`config.mk`:
```
export PLATFORM = sky130hd
export DESIGN_NAME = named_barrier_unit
export DESIGN_NICKNAME = d
export VERILOG_FILES = /design/src/rtl/nwb_pkg.sv /design/src/rtl/nwb_cta_select.sv /design/src/rtl/nwb_release_eval.sv /design/src/rtl/named_barrier_unit.sv
export SDC_FILE = /design/constraint.sdc
export NUM_CORES = 2
export LEC_CHECK = 0
export BUFFER_PORTS_ARGS = -buffer_cell sky130_fd_sc_hd__buf_2
export CAP_MARGIN = 30
export CORE_MARGIN = 2
export CORE_UTILIZATION = 40
export DETAILED_ROUTE_END_ITERATION = 8
export PLACE_DENSITY = 0.57
export SLEW_MARGIN = 10
export SYNTH_ARGS = -nofsm -noshare
export SYNTH_HDL_FRONTEND = slang
export SYNTH_SLANG_ARGS = --single-unit
```
`constraint.sdc`:
```
create_clock -name clk -period 20.2 [get_ports clk]
set_clock_uncertainty 0.15 [all_clocks]
set_input_delay 1.01 -clock clk [delete_from_list [all_inputs] [get_ports clk]]
set_output_delay 1.01 -clock clk [all_outputs]
set_load 0.01 [all_outputs]
```
`src/rtl/nwb_pkg.sv`:
```
package nwb_pkg;
  typedef enum logic [1:0] {
    BK_SYNC   = 2'd0,
    BK_REDUCE = 2'd1,
    BK_ARRIVE = 2'd2,
    BK_BAD    = 2'd3
  } bar_kind_e;
endpackage

```
`src/rtl/nwb_cta_select.sv`:
```
module nwb_cta_select #(
  parameter int NUM_WARPS = 32,
  parameter int CTA_W     = 3
) (
  input  logic [NUM_WARPS-1:0]       member,
  input  logic [NUM_WARPS*CTA_W-1:0] warp_cta_flat,
  input  logic [CTA_W-1:0]           cta,
  output logic [NUM_WARPS-1:0]       cta_set
);
  for (genvar w = 0; w < NUM_WARPS; w++) begin : g_warp
    assign cta_set[w] = member[w] && (warp_cta_flat[w*CTA_W +: CTA_W] == cta);
  end
endmodule

```
`src/rtl/nwb_release_eval.sv`:
```
module nwb_release_eval #(
  parameter int NUM_WARPS = 32,
  parameter int WARP_SIZE = 32,
  parameter int CNT_W     = 11
) (
  input  logic [NUM_WARPS-1:0] at_mask,
  input  logic [NUM_WARPS-1:0] act_mask,
  input  logic [CNT_W-1:0]     count,
  output logic                 fire
);
  logic [31:0] ones;

  always_comb begin
    ones = '0;
    for (int w = 0; w < NUM_WARPS; w++) ones = ones + 32'(at_mask[w]);
  end

  always_comb begin
    if (count == '0) fire = (at_mask != '0) && (at_mask == act_mask);
    else             fire = ((ones * 32'(WARP_SIZE)) == 32'(count));
  end
endmodule

```
`src/rtl/named_barrier_unit.sv`:
```
module named_barrier_unit #(
  parameter int NUM_WARPS = 32,
  parameter int NUM_BARS  = 16,
  parameter int NUM_CTAS  = 8,
  parameter int WARP_SIZE = 32,
  localparam int WID_W = $clog2(NUM_WARPS),
  localparam int CTA_W = $clog2(NUM_CTAS),
  localparam int BIX_W = $clog2(NUM_BARS),
  localparam int BID_W = BIX_W + 1,
  localparam int CNT_W = $clog2(NUM_WARPS*WARP_SIZE+1)
) (
  input  logic                 clk,
  input  logic                 rst_n,
  input  logic                 launch_valid,
  input  logic [WID_W-1:0]     launch_warp,
  input  logic [CTA_W-1:0]     launch_cta,
  input  logic                 exit_valid,
  output logic                 exit_ready,
  input  logic [WID_W-1:0]     exit_warp,
  input  logic                 bar_valid,
  output logic                 bar_ready,
  input  logic [CTA_W-1:0]     bar_cta,
  input  logic [WID_W-1:0]     bar_warp,
  input  logic [BID_W-1:0]     bar_id,
  input  logic [1:0]           bar_kind,
  input  logic [CNT_W-1:0]     bar_count,
  output logic [NUM_WARPS-1:0] blocked,
  output logic                 rel_valid,
  output logic [CTA_W-1:0]     rel_cta,
  output logic [BIX_W-1:0]     rel_id,
  output logic [NUM_WARPS-1:0] rel_warps,
  output logic                 red_valid,
  input  logic                 red_ready,
  output logic [CTA_W-1:0]     red_cta,
  output logic [BIX_W-1:0]     red_id,
  output logic [NUM_WARPS-1:0] red_warps,
  output logic                 error
);
  import nwb_pkg::*;

  localparam int MAX_WARPS = 64;
  localparam int MAX_BARS  = 32;

  if (NUM_WARPS > MAX_WARPS || NUM_BARS > MAX_BARS) begin : g_cfg_reject
    $error("named_barrier_unit: configuration exceeds hardware maxima");
  end

  // state
  logic [NUM_WARPS-1:0] active, member;
  logic [CTA_W-1:0]     warp_cta   [NUM_WARPS];
  logic [NUM_WARPS-1:0] bar_mask   [NUM_BARS];
  logic [NUM_BARS-1:0]  counted    [NUM_CTAS];
  logic [NUM_BARS-1:0]  red_flag   [NUM_CTAS];
  logic                 sweeping;
  logic [BIX_W-1:0]     sweep_idx;
  logic [CTA_W-1:0]     sweep_cta;

  logic [NUM_WARPS*CTA_W-1:0] warp_cta_flat;
  always_comb
    for (int w = 0; w < NUM_WARPS; w++) warp_cta_flat[w*CTA_W +: CTA_W] = warp_cta[w];

  // handshake
  logic red_stall, ev_fire, ex_go;
  assign red_stall  = red_valid && !red_ready;
  assign bar_ready  = !sweeping && !red_stall;
  assign exit_ready = !sweeping && !red_stall && !bar_valid;
  assign ev_fire    = bar_valid && bar_ready;
  assign ex_go      = exit_valid && exit_ready;

  // event path
  logic [BIX_W-1:0]     bix;
  logic                 ev_ok, ev_err, ev_go, ev_rel, ev_red;
  logic [NUM_WARPS-1:0] ev_onehot, ev_cta_set, ev_at, ev_act;

  assign bix       = bar_id[BIX_W-1:0];
  assign ev_onehot = NUM_WARPS'(1) << bar_warp;
  assign ev_ok     = (32'(bar_id) < NUM_BARS) && (bar_kind != BK_BAD) &&
                     member[bar_warp] && active[bar_warp] && (warp_cta[bar_warp] == bar_cta);
  assign ev_err    = ev_fire && !ev_ok;
  assign ev_go     = ev_fire && ev_ok;
  assign ev_at     = (bar_mask[bix] | ev_onehot) & ev_cta_set;
  assign ev_act    = ev_cta_set & active;
  assign ev_red    = (bar_kind == BK_REDUCE) || red_flag[bar_cta][bix];

  nwb_cta_select #(.NUM_WARPS(NUM_WARPS), .CTA_W(CTA_W)) u_ev_sel (
    .member(member), .warp_cta_flat(warp_cta_flat), .cta(bar_cta), .cta_set(ev_cta_set));

  nwb_release_eval #(.NUM_WARPS(NUM_WARPS), .WARP_SIZE(WARP_SIZE), .CNT_W(CNT_W)) u_ev_eval (
    .at_mask(ev_at), .act_mask(ev_act), .count(bar_count), .fire(ev_rel));

  // sweep path (all-warp barriers only)
  logic [NUM_WARPS-1:0] sw_cta_set, sw_at, sw_act;
  logic                 sw_fire, sw_step, sw_rel;

  assign sw_at   = bar_mask[sweep_idx] & sw_cta_set;
  assign sw_act  = sw_cta_set & active;
  assign sw_step = sweeping && !red_stall;
  assign sw_rel  = sw_step && !counted[sweep_cta][sweep_idx] && sw_fire;

  nwb_cta_select #(.NUM_WARPS(NUM_WARPS), .CTA_W(CTA_W)) u_sw_sel (
    .member(member), .warp_cta_flat(warp_cta_flat), .cta(sweep_cta), .cta_set(sw_cta_set));

  nwb_release_eval #(.NUM_WARPS(NUM_WARPS), .WARP_SIZE(WARP_SIZE), .CNT_W(CNT_W)) u_sw_eval (
    .at_mask(sw_at), .act_mask(sw_act), .count('0), .fire(sw_fire));

  always_ff @(posedge clk) begin
    if (!rst_n) begin
      active    <= '0;
      member    <= '0;
      blocked   <= '0;
      sweeping  <= 1'b0;
      sweep_idx <= '0;
      sweep_cta <= '0;
      rel_valid <= 1'b0;
      rel_cta   <= '0;
      rel_id    <= '0;
      rel_warps <= '0;
      red_valid <= 1'b0;
      red_cta   <= '0;
      red_id    <= '0;
      red_warps <= '0;
      error     <= 1'b0;
      for (int w = 0; w < NUM_WARPS; w++) warp_cta[w] <= '0;
      for (int b = 0; b < NUM_BARS; b++)  bar_mask[b] <= '0;
      for (int c = 0; c < NUM_CTAS; c++) begin
        counted[c]  <= '0;
        red_flag[c] <= '0;
      end
    end else begin
      rel_valid <= 1'b0;
      error     <= ev_err;
      if (red_valid && red_ready) red_valid <= 1'b0;

      if (launch_valid) begin
        active[launch_warp]   <= 1'b1;
        member[launch_warp]   <= 1'b1;
        warp_cta[launch_warp] <= launch_cta;
      end

      if (ev_go) begin
        if (ev_rel) begin
          bar_mask[bix]          <= bar_mask[bix] & ~ev_at;
          blocked                <= blocked & ~ev_at;
          counted[bar_cta][bix]  <= 1'b0;
          red_flag[bar_cta][bix] <= 1'b0;
          rel_valid <= 1'b1;
          rel_cta   <= bar_cta;
          rel_id    <= bix;
          rel_warps <= ev_at;
          if (ev_red) begin
            red_valid <= 1'b1;
            red_cta   <= bar_cta;
            red_id    <= bix;
            red_warps <= ev_at;
          end
        end else begin
          bar_mask[bix]         <= bar_mask[bix] | ev_onehot;
          counted[bar_cta][bix] <= (bar_count != '0);
          if (bar_kind != BK_ARRIVE) blocked[bar_warp] <= 1'b1;
          if (bar_kind == BK_REDUCE) red_flag[bar_cta][bix] <= 1'b1;
        end
      end

      if (ex_go) begin
        active[exit_warp]  <= 1'b0;
        blocked[exit_warp] <= 1'b0;
        for (int b = 0; b < NUM_BARS; b++) bar_mask[b][exit_warp] <= 1'b0;
        sweeping  <= 1'b1;
        sweep_idx <= '0;
        sweep_cta <= warp_cta[exit_warp];
      end

      if (sw_step) begin
        if (sw_rel) begin
          bar_mask[sweep_idx]            <= bar_mask[sweep_idx] & ~sw_at;
          blocked                        <= blocked & ~sw_at;
          red_flag[sweep_cta][sweep_idx] <= 1'b0;
          rel_valid <= 1'b1;
          rel_cta   <= sweep_cta;
          rel_id    <= sweep_idx;
          rel_warps <= sw_at;
          if (red_flag[sweep_cta][sweep_idx]) begin
            red_valid <= 1'b1;
            red_cta   <= sweep_cta;
            red_id    <= sweep_idx;
            red_warps <= sw_at;
          end
        end
        sweep_idx <= sweep_idx + 1'b1;
        if (sweep_idx == BIX_W'(NUM_BARS-1)) sweeping <= 1'b0;
      end
    end
  end
endmodule

```
**After elaboration in Yosys (flattened, before gate mapping)**

Memory sizes are Yosys's and may differ from the RTL's. A register that Yosys moved wholly into a read port is not among the register bits.
Index checks and enable logic that the tools add are counted.

- Register bits: 182
- Memory bits (writable): 864
- Input port bits: 45
- Output and inout bits: 115
- Memories: 4

Memory list:

| memory | words | bits a word | rd ports | clocked after memory_dff | wr ports | line | RTL |
|---|---|---|---|---|---|---|---|
| bar_mask | 16 | 32 | 2 | 1 | 16 | named_barrier_unit.sv:51 | `logic [NUM_WARPS-1:0] bar_mask [NUM_BARS];` |
| counted | 8 | 16 | 1 | 0 | 8 | named_barrier_unit.sv:52 | `logic [NUM_BARS-1:0] counted [NUM_CTAS];` |
| red_flag | 8 | 16 | 2 | 0 | 8 | named_barrier_unit.sv:53 | `logic [NUM_BARS-1:0] red_flag [NUM_CTAS];` |
| warp_cta | 32 | 3 | 34 | 1 | 32 | named_barrier_unit.sv:50 | `logic [CTA_W-1:0] warp_cta [NUM_WARPS];` |

- Add/sub/neg operators: 32
- Magnitude comparators: 11
- Equal/unequal tests: 72
- Shift operators: 1
- Multiplexer cells: 667
- Bitwise operators: 562
- Reduce and logical (&&, ||, !) cells: 105

Operator list:

| cell | count |
|---|---|
| 2-to-1 mux 32 bit | 26 |
| adder 27 x 1 -> 27 bit | 30 |
| 2-to-1 mux 1 bit | 590 |
| OR 1 bit | 545 |
| bitwise AND 32 bit | 10 |
| == test 3 bit | 65 |
| 2-to-1 mux 16 bit | 10 |
| OR 32 bit | 4 |
| NOT 32 bit | 3 |
| logical AND 1 bit | 86 |
| == test 32 bit | 2 |
| 2-to-1 mux 4 bit | 16 |
| nonzero test 32 bit | 2 |
| OR reduction 32 bit | 2 |
| OR reduction 16 bit | 3 |
| 2-to-1 mux 3 bit | 14 |
| == test 32 x 11 -> 1 bit | 1 |
| << shifter 1 x 5 -> 32 bit (first input constant) | 1 |
| < comparator 5 x 6 -> 1 bit (second input constant) | 3 |
| demux 1 bit (select 5 bit) | 3 |
| >= comparator 5 x 1 -> 1 bit (second input constant) | 3 |
| binary-select mux 1 bit (select 4 bit) | 3 |
| zero test 11 bit | 1 |
| nonzero test 11 bit | 1 |
| other kinds (15) | 26 |

**Longest topological paths before layout**

An unclocked memory read counts as a cell.

- Depth in word-level cells: 45
- Gate-level depth with buffers: 38
- Depth with buffers taken out: 30

**Hierarchy**

A second synthesis with hierarchy kept.

- Cell total of the unflattened synthesis: 5,899
- Area, all modules: 63,322.0 µm²

By module, submodules not included:

| module | times used | cells an instance | area each (µm²) |
|---|---|---|---|
| named_barrier_unit | 1 | 5,299 | 57,979.4 |
| nwb_release_eval | 2 | 160 | 1,373.8 |
| nwb_cta_select | 2 | 140 | 1,297.5 |

**Worst setup path before layout**

OpenSTA, ideal clock, no wires.

- Kind: input to register
- Start point: in bar_cta[1]
- End point: mem bar_mask[0][5], data pin
- Arrival time: 9.593 ns
- Required time: 19.784 ns
- Setup slack: 10.191 ns
- Stages: 33
- Path buffers: 7
- Cell sequence: clkbuf_1 > buf_2 > clkbuf_1 > buf_1 > xnor2_1 > nand2_1 > nor3_1 > nor2b_1 > inv_1 > ha_1 > inv_1 > fa_1 > fa_1 > inv_1 > fa_1 > fa_1 > fa_1 > inv_1 > fa_1 > fa_1 > inv_1 > fa_1 > xnor2_1 > nand3_1 > or4_1 > a211oi_1 > or2_2 > clkbuf_1 > clkbuf_1 > o31ai_1 > a31oi_1 > buf_4 > nor2_1

RTL lines:

| what | line | RTL |
|---|---|---|
| from (decl) | named_barrier_unit.sv:22 | `input logic [CTA_W-1:0] bar_cta,` |
| to (decl) | named_barrier_unit.sv:51 |  |

==> results_dict.tcl <==
set metrics [dict create \
    outcome "finished clean" \
    p_int_w 0.00399 \
    cp_common_cell "fa_1" \
    r2r-end "bar_mask[3][9]$_SDFFCE_PN0P_" \
    setup_viol 0 \
    grt_pass1_vias 49657 \
    cap_violations 0 \
    clk_pin_slew_ns 0.06 \
    p_sw_w 0.00145 \
    p_sw_share_pct 26.6 \
    min_to "rel_warps[6]$_SDFF_PN0_" \
    drive_above_1_share_pct 18.6 \
    postSynthAreaPerCell_um2 10.6 \
    fill_cells 14789 \
    io_buffer_count 159 \
    clockRootBuffer "clkbuf_16" \
    timing.final.crit_share_pct 57.9 \
    p_comb_share_pct 12.0 \
    whs_path_depth 2 \
    max_stage_delay_ns 0.77 \
    cp.required_ns 20.50 \
    antenna_found_initial 8 \
    relSlewSlack_pct 22.2 \
    reg2reg_slack_ns 9.83 \
    period_minus_slack_ns 11.69 \
    cts_made_buffers 121 \
    finalWorstSetupSlack_ns 8.51 \
    drt-vias-per-instance 6.51 \
    powerDensity_nw_per_um2 76.5 \
    tightest_slew_ns 1.17 \
    grt_pass1_wl_um 380000 \
    ys_async_sr_fraction_pct 0 \
    route.vias.total 52769 \
    start_util_pct 40.3 \
    tns_ns 0 \
    drtAntennaViolNets 0 \
    drtIter0Drc 7965 \
    die_h_um 404 \
    cts_sinks 1053 \
    final_cells 8110 \
    ir_drop_mv 0.0809 \
    p_clk_share_pct 42.7 \
    synth_fp_nets 6115 \
    clockBufferDepth 3 \
    critPathLaunchType "input pin" \
    wl_per_cell_um 33.5 \
    rsz0062_at_grt "no" \
    hold_viol 0 \
    drc 0 \
    slew_violations 0 \
    critPathArrivalTime_ns 11.99 \
    nets 6011 \
    yosys_warnings 0 \
    power_leakage_nw 26.1 \
    dieArea_um2 163000 \
    min_path_type "reg -> reg" \
    hpwl_um 190000 \
    synthesis.instances 6033 \
    path_max_fanout 44 \
    grt_max_degree 161 \
    grt_use_total_pct 32.6 \
    ios 160 \
    multiInputGateArea_um2 31600 \
    seq_power_share_pct 45.3 \
    overflow 0 \
    post_cts_buffers 0 \
    cts_resized 0 \
    crit_path_start "bar_id[0]" \
    rows 146 \
    routed_wl_um 271000 \
    first_pass_iters 7 \
    synthToLayoutAreaGrowth_pct 11.0 \
    synth_edf_count 864 \
    netlist_area_um2 64000 \
    place.gp.congestion 1.07 \
    hold_buffers 0 \
    place_ws_ns 7.86 \
    core_um2 159000 \
    min_from "rel_warps[6]$_SDFF_PN0_" \
    worstSetupEndpointType "flop" \
    clk_latency_ns 0.80 \
    rr_startpoint "warp_cta[0][1]$_SDFFCE_PN0P_" \
    cts_tree "done" \
    max_freq_mhz 85.5 \
    htree_num_levels 3 \
    ys_seq_area_share_pct 46.4 \
    yosys.cell_types.count 105 \
    critical_path_class "in -> reg" \
    dpl.cell_count 7869 \
    r2r_cells 28 \
    whs_ns 0.325 \
    ys_ff_latch 1053 \
    dieWidth_um 404 \
    synth-main-ff-cell "edfxtp_1" \
    final-seq-area_um2 29700 \
    cp_slowest_cell "o22ai_2" \
]
-- kinds of logic (layout without fill, tap and decap cells) --
| kind of cell | Yosys count | count (layout) | share of synthesized area [%] |
|---|---|---|---|
| compound gates | 1038 | 1038 | 11.0 |
| xor+xnor | 226 | 226 | 3.09 |
| fa+ha+maj | 37 | 37 | 1.00 |
| buf+inv | 687 | 689 | 4.65 |
| flops | 1053 | 1053 | 46.4 |
| mux | 658 | 658 | 17.3 |
| other cells | 0 | 3 | 0 |
| simple gates | 2334 | 2334 | 16.6 |
-- placed cells by master, fill, tap and decap left out, types with 66 or more instances in the layout --
cell,instances
clkbuf_16,122
buf_2,153
nand2_1,773
mux4_2,352
and2_1,119
nor2_1,872
mux2_2,70
nand3_1,82
mux2i_1,236
buf_4,188
nand4_1,66
xnor2_1,180
o21ai_0,240
nor2b_1,86
dfxtp_1,183
edfxtp_1,864
o22ai_1,91
inv_1,84
a21oi_1,219
-- registers in the layout, indices dropped and copies added, names as in the netlist, 3 cells and up, named ones only --
register   flops
active        32
bar_mask     512
blocked       32
counted      128
member        32
red_cta        3
red_flag     128
red_id         4
red_warps     32
rel_cta        3
rel_id         4
rel_warps     32
sweep_cta      3
sweep_idx      4
warp_cta      96
-- worst max-delay path by stage --
| stage | to | cells past startpoint | slack (ns) |
|---|---|---|---|
| finish | bar_mask[3][9]$_SDFFCE_PN0P_ | 33 | 8.51 |
| global route | bar_mask[14][2]$_SDFFCE_PN0P_ | 36 | 8.13 |
| global placement | bar_mask[10][26]$_SDFFCE_PN0P_ | 33 | 7.55 |
| floorplan | bar_mask[0][5]$_SDFFCE_PN0P_ | 33 | 10.19 |
| CTS | bar_mask[14][2]$_SDFFCE_PN0P_ | 34 | 8.66 |
| detailed placement | bar_mask[14][2]$_SDFFCE_PN0P_ | 34 | 7.86 |
-- routing by layer --
metal,part of all wire [%],track usage [%]
met1,39,44.1
met2,44,49.8
met3,11,6.51
met4,6.2,16.6
met5,0.0085,0
-- area by class of cell --
cell class                      instances  area share [%]
Multi-Input combinational cell       4293            44.5
Sequential cell                      1053            41.8
Clock buffer                          166            4.71
Timing Repair Buffer                  369            3.72
Tap cell                             2072            3.65
Clock inverter                         63            1.09
Inverter                               91           0.482
Antenna cell                            3          0.0106
-- Yosys cell counts (39+ instances only) --
cell type	number	share of area, %
o21ai_0	241	1.9
o22ai_1	91	0.89
nor3_1	61	0.48
mux4_2	352	12
mux2i_1	236	3.7
dfxtp_1	189	5.9
o211ai_1	40	0.47
nand2_1	774	4.5
inv_1	84	0.49
nor2b_1	90	0.88
xor2_1	46	0.63
a21oi_1	221	1.7
clkbuf_1	353	2.1
nand3_1	82	0.64
buf_2	155	1.2
a21o_1	41	0.48
buf_4	40	0.47
nor2_1	877	5.1
nand4_1	66	0.64
xnor2_1	180	2.5
mux2_2	70	1.2
a22oi_1	47	0.55
and2_1	119	1.2
buf_1	39	0.23
edfxtp_1	864	41
-- power groups by stage --
stage / Combinational (W) / Clock [W] / Sequential [W]
global route: 0.000681 / 0.00242 / 0.00247
CTS: 0.000639 / 0.00234 / 0.00246
global placement: 0.000623 / 0 / 0.00250
floorplan: 0.000422 / 0 / 0.00248
finish: 0.000654 / 0.00232 / 0.00246
detailed placement: 0.000636 / 0 / 0.00251
-- metrics by stage --
step	util, %	area (um^2)	power, W
floorplan	-	64000	0.00290
global placement	41.9	66500	0.00313
detailed placement	42.1	66800	0.00314
CTS	44.7	70900	0.00544
global route	44.8	71100	0.00557
finish	44.8	71100	0.00544
-- critical path: cells and delay by family --
kind            cells  cell delay [ns]
fa+ha+maj           9             3.97
mux                 3             1.00
compound gates      4             1.67
buf+inv            11             2.88
xor+xnor            1             0.15
simple gates        5             1.02
No activity file was read; power rests on OpenSTA's default activity.
